**config.mk**
```make
export PLATFORM = sky130hd
export DESIGN_NAME = wide_handshake_pair
export DESIGN_NICKNAME = d
export VERILOG_FILES = /design/src/rtl/wide_pair_pkg.sv /design/src/rtl/wide_pair_ctrl.sv /design/src/rtl/wide_pair_datapath.sv /design/src/rtl/wide_handshake_pair.sv
export SDC_FILE = /design/constraint.sdc
export NUM_CORES = 1
export LEC_CHECK = 0
export BUFFER_PORTS_ARGS = -buffer_cell sky130_fd_sc_hd__buf_2
export CAP_MARGIN = 20
export CORE_AREA = 5 5 42 44
export DETAILED_ROUTE_END_ITERATION = 16
export DIE_AREA = 0 0 47 49
export PLACE_DENSITY = 0.48
export REMOVE_ABC_BUFFERS = 1
export SYNTH_ARGS = -nofsm -noshare
export SYNTH_HDL_FRONTEND = slang
export SYNTH_SLANG_ARGS = --single-unit
```
**constraint.sdc**
```tcl
create_clock -name clk -period 1 [get_ports clk]
set_input_delay 0.05 -clock clk [delete_from_list [all_inputs] [get_ports clk]]
set_output_delay 0.05 -clock clk [all_outputs]
set_load 0.005 [all_outputs]
```
**src/rtl/wide_pair_pkg.sv**
```systemverilog
package wide_pair_pkg;
  localparam int GROUP_CNT = 2;
  localparam int LO = 0;
  localparam int HI = 1;

  typedef struct packed {
    logic [GROUP_CNT-1:0] setFlag;
    logic [GROUP_CNT-1:0] clrFlag;
    logic [GROUP_CNT-1:0] ackPulse;
  } pairStrobe_t;
endpackage

```
**src/rtl/wide_pair_ctrl.sv**
```systemverilog
module wide_pair_ctrl
  import wide_pair_pkg::*;
#(
  parameter int PORT_CNT = 4
) (
  input  logic                 clk,
  input  logic                 rstN,
  input  logic                 wideMode,
  input  logic [PORT_CNT-1:0]  portEn,
  input  logic [GROUP_CNT-1:0] reqIn,
  input  logic [GROUP_CNT-1:0] accessIn,
  input  logic [GROUP_CNT-1:0] localRst,
  input  logic [GROUP_CNT-1:0] readyQ,
  output logic                 wideOn,
  output pairStrobe_t          strb
);
  logic [GROUP_CNT-1:0] reqPrev;
  logic [GROUP_CNT-1:0] reqRise;
  logic [GROUP_CNT-1:0] hit;
  logic [GROUP_CNT-1:0] leftClear;
  logic                 anyLocalRst;
  logic                 pairIdle;
  logic                 pairDone;

  always_ff @(posedge clk or negedge rstN) begin
    if (!rstN) reqPrev <= '0;
    else       reqPrev <= reqIn;
  end

  assign wideOn      = wideMode & (&portEn);
  assign anyLocalRst = |localRst;
  assign pairIdle    = ~(|readyQ);

  for (genvar g = 0; g < GROUP_CNT; g++) begin : gGroup
    assign reqRise[g]   = reqIn[g] & ~reqPrev[g];
    assign hit[g]       = accessIn[g] & readyQ[g] & ~localRst[g];
    assign leftClear[g] = ~readyQ[g] | hit[g];
  end

  assign pairDone = (|hit) & (&leftClear) & ~anyLocalRst;

  always_comb begin
    strb = '0;
    for (int g = 0; g < GROUP_CNT; g++) begin
      strb.clrFlag[g] = localRst[g] | hit[g];
    end
    if (wideOn) begin
      strb.setFlag        = {GROUP_CNT{reqRise[LO] & pairIdle & ~anyLocalRst}};
      strb.ackPulse[LO]   = pairDone;
    end else begin
      for (int g = 0; g < GROUP_CNT; g++) begin
        strb.setFlag[g]  = reqRise[g] & ~readyQ[g] & ~localRst[g];
        strb.ackPulse[g] = hit[g];
      end
    end
  end

  AST_NO_REARM: assert property (@(posedge clk) disable iff (!rstN)
    (wideOn && !pairIdle) |-> (strb.setFlag == '0));
endmodule

```
**src/rtl/wide_pair_datapath.sv**
```systemverilog
module wide_pair_datapath
  import wide_pair_pkg::*;
(
  input  logic                 clk,
  input  logic                 rstN,
  input  pairStrobe_t          strb,
  input  logic                 wideOn,
  input  logic [GROUP_CNT-1:0] localRst,
  output logic [GROUP_CNT-1:0] readyQ,
  output logic [GROUP_CNT-1:0] ackQ
);
  for (genvar g = 0; g < GROUP_CNT; g++) begin : gFlag
    always_ff @(posedge clk or negedge rstN) begin
      if (!rstN) begin
        readyQ[g] <= 1'b0;
        ackQ[g]   <= 1'b0;
      end else begin
        ackQ[g] <= strb.ackPulse[g];
        if (strb.clrFlag[g])      readyQ[g] <= 1'b0;
        else if (strb.setFlag[g]) readyQ[g] <= 1'b1;
      end
    end

    AST_ACK_SINGLE: assert property (@(posedge clk) disable iff (!rstN)
      ackQ[g] |=> !ackQ[g]);
  end

  AST_ACK_NEEDS_FLAG: assert property (@(posedge clk) disable iff (!rstN)
    ackQ[LO] |-> $past(|readyQ));

  AST_SECONDARY_QUIET: assert property (@(posedge clk) disable iff (!rstN)
    $past(wideOn) |-> !ackQ[HI]);

  AST_PAIR_SET: assert property (@(posedge clk) disable iff (!rstN)
    ($rose(readyQ[LO]) && $past(wideOn)) |-> readyQ[HI]);

  AST_PAIR_RESET: assert property (@(posedge clk) disable iff (!rstN)
    $past(&localRst) |-> (readyQ == '0 && ackQ == '0));
endmodule

```
**src/rtl/wide_handshake_pair.sv**
```systemverilog
module wide_handshake_pair
  import wide_pair_pkg::*;
#(
  parameter int PORT_CNT = 4
) (
  input  logic                clk,
  input  logic                rstN,
  input  logic                wideMode,
  input  logic [PORT_CNT-1:0] portEn,
  input  logic                reqPrimary,
  input  logic                reqSecondary,
  input  logic                accessLo,
  input  logic                accessHi,
  input  logic                localRstLo,
  input  logic                localRstHi,
  output logic                readyLo,
  output logic                readyHi,
  output logic                ackPrimary,
  output logic                ackSecondary
);
  pairStrobe_t          strb;
  logic                 wideOn;
  logic [GROUP_CNT-1:0] readyQ;
  logic [GROUP_CNT-1:0] ackQ;
  logic [GROUP_CNT-1:0] localRst;

  assign localRst = {localRstHi, localRstLo};

  wide_pair_ctrl #(.PORT_CNT(PORT_CNT)) uCtrl (
    .clk      (clk),
    .rstN     (rstN),
    .wideMode (wideMode),
    .portEn   (portEn),
    .reqIn    ({reqSecondary, reqPrimary}),
    .accessIn ({accessHi, accessLo}),
    .localRst (localRst),
    .readyQ   (readyQ),
    .wideOn   (wideOn),
    .strb     (strb)
  );

  wide_pair_datapath uData (
    .clk      (clk),
    .rstN     (rstN),
    .strb     (strb),
    .wideOn   (wideOn),
    .localRst (localRst),
    .readyQ   (readyQ),
    .ackQ     (ackQ)
  );

  assign readyLo      = readyQ[LO];
  assign readyHi      = readyQ[HI];
  assign ackPrimary   = ackQ[LO];
  assign ackSecondary = ackQ[HI];
endmodule

```
==> impl_results.html, run 1 <==
<table>
<tr><th>Metric</th><th>Value</th></tr>
<tr><th colspan="2">Min path</th></tr>
<tr><td>Min-delay worst type</td><td>in -&gt; reg</td></tr>
<tr><td>Hold Path Sink</td><td>uData.ackQ[1]$_DFF_PN0_</td></tr>
<tr><td>Startpoint of the most critical hold path</td><td>localRstHi</td></tr>
<tr><td>Hold depth</td><td>2</td></tr>
<tr><th colspan="2">Floorplanning</th></tr>
<tr><td>Area inside the core boundary</td><td>1400 um2</td></tr>
<tr><td>Die X-Extent</td><td>47 um</td></tr>
<tr><td>Initial Util</td><td>20.4%</td></tr>
<tr><td>Total Die Area</td><td>2300 um2</td></tr>
<tr><td>Count of pins on the block boundary</td><td>17</td></tr>
<tr><td>Die extent in y</td><td>49 um</td></tr>
<tr><td>Number of cell rows</td><td>14</td></tr>
<tr><th colspan="2">Power and ir drop</th></tr>
<tr><td>Sw Share</td><td>23.2%</td></tr>
<tr><td>Sum of internal, switching and leakage power</td><td>0.574 mW</td></tr>
<tr><td>Pwr dens</td><td>1270 nW/um2</td></tr>
<tr><td>Total net switching power</td><td>0.133 mW</td></tr>
<tr><td>Portion of total power attributed to combinational logic</td><td>15.0%</td></tr>
<tr><td>Highest ir drop seen on vdd</td><td>0.000675 V</td></tr>
<tr><td>Proportion of power drawn by the clock network</td><td>39.7%</td></tr>
<tr><td>Register share of total power</td><td>45.4%</td></tr>
<tr><td>Leakage power figure</td><td>0.232 nW</td></tr>
<tr><td>Cell internal pwr</td><td>0.441 mW</td></tr>
<tr><th colspan="2">Place</th></tr>
<tr><td>HPWL Detailed</td><td>557 um</td></tr>
<tr><td>IO Port Bufs</td><td>16</td></tr>
<tr><td>Final GP Congestion</td><td>0.716</td></tr>
<tr><th colspan="2">Timing</th></tr>
<tr><td>Hold Violations, Final</td><td>0</td></tr>
<tr><td>Setup repair after global routing missed its margin</td><td>yes</td></tr>
<tr><td>Worst Setup Slack, final</td><td>-37.1 ps</td></tr>
<tr><td>Achievable clock frequency</td><td>964 MHz</td></tr>
<tr><td>Final setup violation count</td><td>2</td></tr>
<tr><td>Setup clock skew after layout</td><td>1.89 ps</td></tr>
<tr><td>Final TNS setup</td><td>-65.8 ps</td></tr>
<tr><td>Final critical delay including setup and external delays</td><td>1040 ps</td></tr>
<tr><td>Final worst-path cycle share</td><td>104%</td></tr>
<tr><td>Slew Viols, Final</td><td>0</td></tr>
<tr><td>Tightest slew margin relative to the limit</td><td>84.2%</td></tr>
<tr><td>Worst slew pin tran</td><td>234 ps</td></tr>
<tr><th colspan="2">Finish</th></tr>
<tr><td>Post-layout nets</td><td>63</td></tr>
<tr><td>Synthesis-to-finish area growth</td><td>58.8%</td></tr>
<tr><td>Ratio of cells with drive above 1 in the final layout</td><td>52.1%</td></tr>
<tr><td>Antenna cells</td><td>0</td></tr>
<tr><td>Layout fillers</td><td>152</td></tr>
<tr><th colspan="2">Drt</th></tr>
<tr><td>DRC violations left</td><td>0</td></tr>
<tr><td>First-pass detailed-route iteration total</td><td>2</td></tr>
<tr><td>Number of antenna-violating nets in the routed design</td><td>0</td></tr>
<tr><td>Sum of routed wire length over all layers</td><td>702 um</td></tr>
<tr><td>Detailed Route Iter0 Violations</td><td>11</td></tr>
<tr><td>Routed WL per cell</td><td>11.0 um</td></tr>
<tr><td>Detail-routed via count per cell</td><td>4.50</td></tr>
<tr><td>Via count</td><td>288</td></tr>
<tr><th colspan="2">Setup path</th></tr>
<tr><td>Type of element capturing the critical path</td><td>register</td></tr>
<tr><td>Setup crit start</td><td>uData.readyQ[0]$_DFFE_PN0P_</td></tr>
<tr><td>Startpoint type of the worst setup path</td><td>register</td></tr>
<tr><td>CP Class</td><td>reg -&gt; reg</td></tr>
<tr><td>Capturing point of the worst reg2reg path</td><td>uData.readyQ[1]$_DFFE_PN0P_</td></tr>
<tr><td>Register-to-Register Setup Slack</td><td>-40 ps</td></tr>
<tr><td>Arrival time at the worst endpoint</td><td>1230 ps</td></tr>
<tr><td>CP required</td><td>1190 ps</td></tr>
<tr><td>Reg2reg start</td><td>uData.readyQ[0]$_DFFE_PN0P_</td></tr>
<tr><td>CP max FO</td><td>2</td></tr>
<tr><td>Count of cells along the worst register-to-register path</td><td>3</td></tr>
<tr><th colspan="2">Clocking</th></tr>
<tr><td>Clock transition at the registers of the reported paths</td><td>50 ps</td></tr>
<tr><td>Number of buffers on the longest clock path</td><td>2</td></tr>
<tr><td>CTS sink count</td><td>6</td></tr>
<tr><td>Number of gates resized after cts</td><td>0</td></tr>
<tr><td>Clock tree root driver cell</td><td>sky130_fd_sc_hd__clkbuf_4</td></tr>
<tr><td>TritonCTS clock tree</td><td>yes</td></tr>
<tr><td>Number of buffers created by CTS</td><td>3</td></tr>
<tr><td>Clock insertion delay at the later pin of the skew report</td><td>250 ps</td></tr>
<tr><td>H-Tree Depth</td><td>1</td></tr>
<tr><th colspan="2">Global route</th></tr>
<tr><td>Initial antenna violation count</td><td>0</td></tr>
<tr><td>Total gr overflow</td><td>0</td></tr>
<tr><td>Global-route wire length before repair</td><td>1.12 mm</td></tr>
<tr><td>Via count of the first global-routing pass</td><td>280</td></tr>
<tr><td>Maximum number of pins on one net before global-route repair</td><td>7</td></tr>
<tr><td>Total GRT Usage</td><td>7.14%</td></tr>
<tr><th colspan="2">Yosys</th></tr>
<tr><td>Synthesized area divided by synthesized cell count</td><td>11.9 um2</td></tr>
<tr><td>Seq/Total Area, Yosys</td><td>52.6%</td></tr>
<tr><td>Total of flip-flops plus latches after synthesis</td><td>6</td></tr>
<tr><td>Yosys warnings</td><td>0</td></tr>
<tr><td>Synthesized instance count</td><td>24</td></tr>
<tr><td>Netlist area before placement</td><td>285 um2</td></tr>
<tr><td>Synth unique cells</td><td>17</td></tr>
<tr><th colspan="2">Outcome</th></tr>
<tr><td>Violations in the final reports</td><td>negative setup slack</td></tr>
<tr><td>Outcome</td><td>finished with violations</td></tr>
<tr><th colspan="2">Job</th></tr>
<tr><td>Max-cap violations</td><td>0</td></tr>
</table>
synth_stat cells:
cell	instances	area, um2
sky130_fd_sc_hd__o31a_1	1	8.76
sky130_fd_sc_hd__a21o_2	1	8.76
sky130_fd_sc_hd__nand2b_1	1	6.26
sky130_fd_sc_hd__a21oi_1	2	10.0
sky130_fd_sc_hd__nor4_1	1	6.26
sky130_fd_sc_hd__a22o_1	1	8.76
sky130_fd_sc_hd__and3b_2	1	10.0
sky130_fd_sc_hd__and3_1	1	6.26
sky130_fd_sc_hd__and4_4	1	11.3
sky130_fd_sc_hd__and2_1	1	6.26
sky130_fd_sc_hd__nor3b_1	1	7.51
sky130_fd_sc_hd__o211ai_1	2	15.0
sky130_fd_sc_hd__nor2b_1	1	6.26
sky130_fd_sc_hd__nor3_1	1	5.00
sky130_fd_sc_hd__dfrtp_1	6	150
sky130_fd_sc_hd__nor4b_2	1	15.0
sky130_fd_sc_hd__nand2_1	1	3.75
worst max-delay path, stage by stage, from the launching register on:
cell and delay [ps]:
sky130_fd_sc_hd__dfrtp_1 380, sky130_fd_sc_hd__nor4b_2 300, sky130_fd_sc_hd__and3_1 190, sky130_fd_sc_hd__o31a_1 110
stage by stage:
step | setup slack (ps) | utilization [%] | std cells | hold WS [ps] | instance area (um2)
6_report | -37.1 | 32.3 | 64 | 34.3 | 453
3_3_place_gp | -37.9 | 28.0 | 57 | -112 | 393
3_5_place_dp | -52.5 | 28.0 | 57 | -115 | 393
2_1_floorplan | -8.55 | - | 24 | -246 | 285
4_1_cts | -56.8 | 31.8 | 63 | 23.1 | 445
5_1_grt | -89.3 | 32.3 | 64 | 30.6 | 453
registers in the layout, summed over array words and instances, names as in the netlist:
| signal | flops |
|---|---|
| uCtrl.reqPrev | 2 |
| uData.ackQ | 2 |
| uData.readyQ | 2 |
routing by layer:
| layer | wire length [um] | GRT usage (%) | part of all wire [%] | vias up |
|---|---|---|---|---|
| met2 | 361 | 9.73 | 51 | 11 |
| met3 | 70 | 7.01 | 10 | 0 |
| met1 | 270 | 7.35 | 38 | 136 |
| met4 | 0 | 2.76 | 0 | 0 |
| li1 | - | - | - | 141 |
| met5 | 0 | 0 | 0 | - |
kinds of logic (layout without fill, tap and decap cells):
family,after synthesis,after routing,synth area share (%)
AND/OR/NAND/NOR,11,11,29.4
flip-flops,6,6,52.6
buffers and inverters,0,24,0
AO/OA/AOI/OAI,7,7,18.0
cell type report:
cell class | instances | area [um2] | area share [%]
Sequential cell | 6 | 150 | 33.1
Multi-Input combinational cell | 18 | 135 | 29.8
Timing Repair Buffer | 21 | 125 | 27.6
Clock buffer | 3 | 22.5 | 4.97
Tap cell | 16 | 20.0 | 4.42
cells in the final DEF, fill, tap and decap left out, drive strengths merged:
cell / Yosys / layout
buf: 0 / 18
dfrtp: 6 / 6
clkbuf: 0 / 3
dlygate4sd3: 0 / 3
o211ai: 2 / 2
a21oi: 2 / 2
and4: 1 / 1
and2: 1 / 1
nand2: 1 / 1
nor3: 1 / 1
and3b: 1 / 1
nor2b: 1 / 1
nor4: 1 / 1
a22o: 1 / 1
nand2b: 1 / 1
nor4b: 1 / 1
and3: 1 / 1
o31a: 1 / 1
nor3b: 1 / 1
a21o: 1 / 1
worst max-delay path by stage:
stage	depth (start not counted)	slack (ps)	end
floorplan	3	-9	uData.readyQ[1]$_DFFE_PN0P_
global placement	3	-40	uData.readyQ[1]$_DFFE_PN0P_
detailed placement	3	-50	uData.readyQ[1]$_DFFE_PN0P_
CTS	3	-60	uData.readyQ[1]$_DFFE_PN0P_
global route	3	-90	uData.readyQ[1]$_DFFE_PN0P_
finish	3	-40	uData.readyQ[1]$_DFFE_PN0P_
power groups by stage:
stage	combinational [mW]	clock, mW	sequential (mW)
2_1_floorplan	0.0213	0	0.267
3_3_place_gp	0.0749	0	0.265
3_5_place_dp	0.0738	0	0.265
4_1_cts	0.0829	0.241	0.261
5_1_grt	0.0961	0.262	0.261
6_report	0.0859	0.228	0.260
what timing repair did:
action                                 CTS  global route
pin swaps                                0             1
hold buffers                             3             0
setup buffers                            0             1
endpoints found under the hold margin    8             0
setup endpoints to repair                1             3
No activity file was read; power rests on OpenSTA's default activity.
==> inputs of run 2 (changes only) <==
--- a/config.mk
+++ b/config.mk
@@ -10,7 +10,7 @@
 export CORE_AREA = 5 5 42 44
 export DETAILED_ROUTE_END_ITERATION = 16
 export DIE_AREA = 0 0 47 49
-export PLACE_DENSITY = 0.48
+export PLACE_DENSITY = 0.46
 export REMOVE_ABC_BUFFERS = 1
 export SYNTH_ARGS = -nofsm -noshare
 export SYNTH_HDL_FRONTEND = slang
==> constraint.sdc (replaced) <==
create_clock -name clk -period 1.34 [get_ports clk]
set_input_delay 0.201 -clock clk [delete_from_list [all_inputs] [get_ports clk]]
set_output_delay 0.201 -clock clk [all_outputs]
set_load 0.005 [all_outputs]
==> impl_results.html, run 2 (same netlist as run 1, synthesis figures left out) <==
<table>
<tr><th>Metric</th><th>Value</th></tr>
<tr><th colspan="2">Outcome</th></tr>
<tr><td>Outcome</td><td>complete, no violations</td></tr>
<tr><th colspan="2">Finish</th></tr>
<tr><td>Final non-filler cell total</td><td>60 (-6.3%)</td></tr>
<tr><td>Registers with the highest flip-flop counts</td><td>uCtrl.reqPrev x2, uData.ackQ x2, uData.readyQ x2</td></tr>
<tr><td>Storage element area</td><td>150 um2 (unchanged)</td></tr>
<tr><td>Ratio of cells with drive above 1 in the final layout</td><td>52.3% (+0.19 points)</td></tr>
<tr><td>Commonest cells after routing, fill and taps aside</td><td>sky130_fd_sc_hd__buf_2, sky130_fd_sc_hd__dfrtp_1, sky130_fd_sc_hd__clkbuf_4</td></tr>
<tr><td>Area of the multi-input gates</td><td>135 um2 (unchanged)</td></tr>
<tr><td>Layout fillers</td><td>164 (+7.9%)</td></tr>
<tr><td>Post-layout nets</td><td>59 (-6.3%)</td></tr>
<tr><td>Leading cell type in the layout, fill and taps excluded</td><td>sky130_fd_sc_hd__buf_2</td></tr>
<tr><td>Antenna cells</td><td>0 (unchanged)</td></tr>
<tr><td>Synthesis-to-finish area growth</td><td>46.5%</td></tr>
<tr><th colspan="2">Drt</th></tr>
<tr><td>Sum of routed wire length over all layers</td><td>660 um (-6.0%)</td></tr>
<tr><td>Number of antenna-violating nets in the routed design</td><td>0 (unchanged)</td></tr>
<tr><td>First-pass detailed-route iteration total</td><td>2 (unchanged)</td></tr>
<tr><td>Routed WL per cell</td><td>11.0 um (+0.28%)</td></tr>
<tr><td>Detail-routed via count per cell</td><td>4.38 (-2.6%)</td></tr>
<tr><td>Detailed Route Iter0 Violations</td><td>1 (-10)</td></tr>
<tr><td>DRC violations left</td><td>0 (unchanged)</td></tr>
<tr><td>Via count</td><td>263 (-8.7%)</td></tr>
<tr><th colspan="2">Timing</th></tr>
<tr><td>Worst Setup Slack, final</td><td>256 ps (+293 ps)</td></tr>
<tr><td>Final TNS setup</td><td>0 ps (+65.8 ps)</td></tr>
<tr><td>Final worst-path cycle share</td><td>80.9% (-23 points)</td></tr>
<tr><td>Hold Violations, Final</td><td>0 (unchanged)</td></tr>
<tr><td>Setup repair after global routing missed its margin</td><td>no</td></tr>
<tr><td>Tightest slew margin relative to the limit</td><td>82.4% (-1.8 points)</td></tr>
<tr><td>Setup clock skew after layout</td><td>3.77 ps (+1.88 ps)</td></tr>
<tr><td>Final critical delay including setup and external delays</td><td>1080 ps (+46.8 ps)</td></tr>
<tr><td>Achievable clock frequency</td><td>923 MHz (-4.3%)</td></tr>
<tr><td>Worst slew pin tran</td><td>263 ps (+28.6 ps)</td></tr>
<tr><td>Final setup violation count</td><td>0 (-2)</td></tr>
<tr><td>Slew Viols, Final</td><td>0 (unchanged)</td></tr>
<tr><th colspan="2">Floorplanning</th></tr>
<tr><td>Total Die Area</td><td>2300 um2 (unchanged)</td></tr>
<tr><td>Count of pins on the block boundary</td><td>17 (unchanged)</td></tr>
<tr><td>Initial Util</td><td>20.4% (unchanged)</td></tr>
<tr><td>Die extent in y</td><td>49 um (unchanged)</td></tr>
<tr><td>Area inside the core boundary</td><td>1400 um2 (unchanged)</td></tr>
<tr><td>Die X-Extent</td><td>47 um (unchanged)</td></tr>
<tr><td>Number of cell rows</td><td>14 (unchanged)</td></tr>
<tr><th colspan="2">Place</th></tr>
<tr><td>Worst slack, placed</td><td>249 ps (+301 ps)</td></tr>
<tr><td>Number of cells in the design after placement</td><td>56 (-1.8%)</td></tr>
<tr><td>IO Port Bufs</td><td>16 (unchanged)</td></tr>
<tr><td>Final GP Congestion</td><td>0.650 (-9.3%)</td></tr>
<tr><th colspan="2">Setup path</th></tr>
<tr><td>Cells traversed along the worst timing path</td><td>nor4b_2 -&gt; and3_1 -&gt; o31a_1</td></tr>
<tr><td>Max stage delay cell, worst path</td><td>sky130_fd_sc_hd__dfrtp_1</td></tr>
<tr><td>CP required</td><td>1520 ps (+330 ps)</td></tr>
<tr><td>Delay of the slowest cell on the worst path</td><td>410 ps (+30 ps)</td></tr>
<tr><td>Type of element capturing the critical path</td><td>register</td></tr>
<tr><td>Arrival time at the worst endpoint</td><td>1260 ps (+30 ps)</td></tr>
<tr><td>CP max FO</td><td>5 (+3)</td></tr>
<tr><td>CP Class</td><td>reg -&gt; reg</td></tr>
<tr><td>Startpoint type of the worst setup path</td><td>register</td></tr>
<tr><th colspan="2">Clocking</th></tr>
<tr><td>Post-CTS setup buffer count</td><td>0 (unchanged)</td></tr>
<tr><td>Number of buffers on the longest clock path</td><td>2 (unchanged)</td></tr>
<tr><td>Clock transition at the registers of the reported paths</td><td>50 ps (about the same)</td></tr>
<tr><td>Clock insertion delay at the later pin of the skew report</td><td>240 ps (about the same)</td></tr>
<tr><td>H-Tree Depth</td><td>1 (unchanged)</td></tr>
<tr><td>Clock tree root driver cell</td><td>sky130_fd_sc_hd__clkbuf_4</td></tr>
<tr><td>Cts-stage hold buffer count</td><td>1 (-2)</td></tr>
<tr><td>Number of buffers created by CTS</td><td>3 (unchanged)</td></tr>
<tr><td>TritonCTS clock tree</td><td>yes</td></tr>
<tr><td>Number of gates resized after cts</td><td>0 (unchanged)</td></tr>
<tr><td>CTS sink count</td><td>6 (unchanged)</td></tr>
<tr><th colspan="2">Global route</th></tr>
<tr><td>Global-route wire length before repair</td><td>972 um (-13%)</td></tr>
<tr><td>Total GRT Usage</td><td>6.52% (-0.63 points)</td></tr>
<tr><td>Maximum number of pins on one net before global-route repair</td><td>7 (unchanged)</td></tr>
<tr><td>Initial antenna violation count</td><td>0 (unchanged)</td></tr>
<tr><td>Total gr overflow</td><td>0 (unchanged)</td></tr>
<tr><td>Via count of the first global-routing pass</td><td>243 (-13%)</td></tr>
<tr><th colspan="2">Power and ir drop</th></tr>
<tr><td>Sum of internal, switching and leakage power</td><td>0.411 mW (-28%)</td></tr>
<tr><td>Pwr dens</td><td>983 nW/um2 (-22%)</td></tr>
<tr><td>Leakage power figure</td><td>0.213 nW (-8.1%)</td></tr>
<tr><td>Highest ir drop seen on vdd</td><td>0.000581 V (-14%)</td></tr>
<tr><th colspan="2">Min path</th></tr>
<tr><td>Min-delay worst type</td><td>in -&gt; reg</td></tr>
<tr><th colspan="2">Job</th></tr>
<tr><td>Max-cap violations</td><td>0 (unchanged)</td></tr>
</table>
## run 2: cell types whose count changed in the layout (fill, tap and decap cells not counted)
cell / delta
sky130_fd_sc_hd__buf_4: -2
sky130_fd_sc_hd__dlygate4sd3_1: -2
## run 2: layout make-up
type	instances	area share (%)
Sequential cell	6	35.9
Multi-Input combinational cell	18	32.3
Timing Repair Buffer	17	21.6
Clock buffer	3	5.39
Tap cell	16	4.79
## run 2: path summary, 6_finish.rpt
kind,startpoint,to,slack (ps),depth (start not counted)
worst max-delay path,uData.readyQ[0]$_DFFE_PN0P_,uData.readyQ[1]$_DFFE_PN0P_,260,3
worst min-delay path,reqPrimary,uCtrl.reqPrev[0]$_DFF_PN0_,90,1
worst max register to register,uData.readyQ[0]$_DFFE_PN0P_,uData.readyQ[1]$_DFFE_PN0P_,260,3
worst min register to register,uCtrl.reqPrev[0]$_DFF_PN0_,uData.readyQ[0]$_DFFE_PN0P_,600,2
max in group asynchronous,rstN,uCtrl.reqPrev[1]$_DFF_PN0_,880,2
min in group asynchronous,rstN,uData.ackQ[0]$_DFF_PN0_,310,2
## run 2: critical path, delay by kind of cell, from the launching register on
family	cells	cell delay, ps
and+or+nand+nor	2	500
AOI/OAI and AO/OA	1	110
DFF	1	410
## run 2: through the flow
step	hold slack (ps)	utilization, %	instance area (um2)
detailed placement	34.2	27.5	385
global route	80.2	29.8	418
finish	85.9	29.8	418
global placement	38.5	27.5	385
CTS	75.8	29.8	418
floorplan	-94.6	-	285
## run 2: per-layer routing
layer | GRT usage, % | part of all wire [%] | vias up
met1 | 5.59 | 36 | 121
met4 | 2.76 | 0 | 0
met2 | 10.4 | 56 | 7
met3 | 5.54 | 7.3 | 0
li1 | - | - | 135
met5 | 0 | 0 | -
## run 2: report_power, final
group          switching [mW]  total, mW  internal [mW]
Clock                  0.0616      0.163          0.101
Sequential            0.00593      0.196          0.190
Combinational          0.0229     0.0521         0.0292
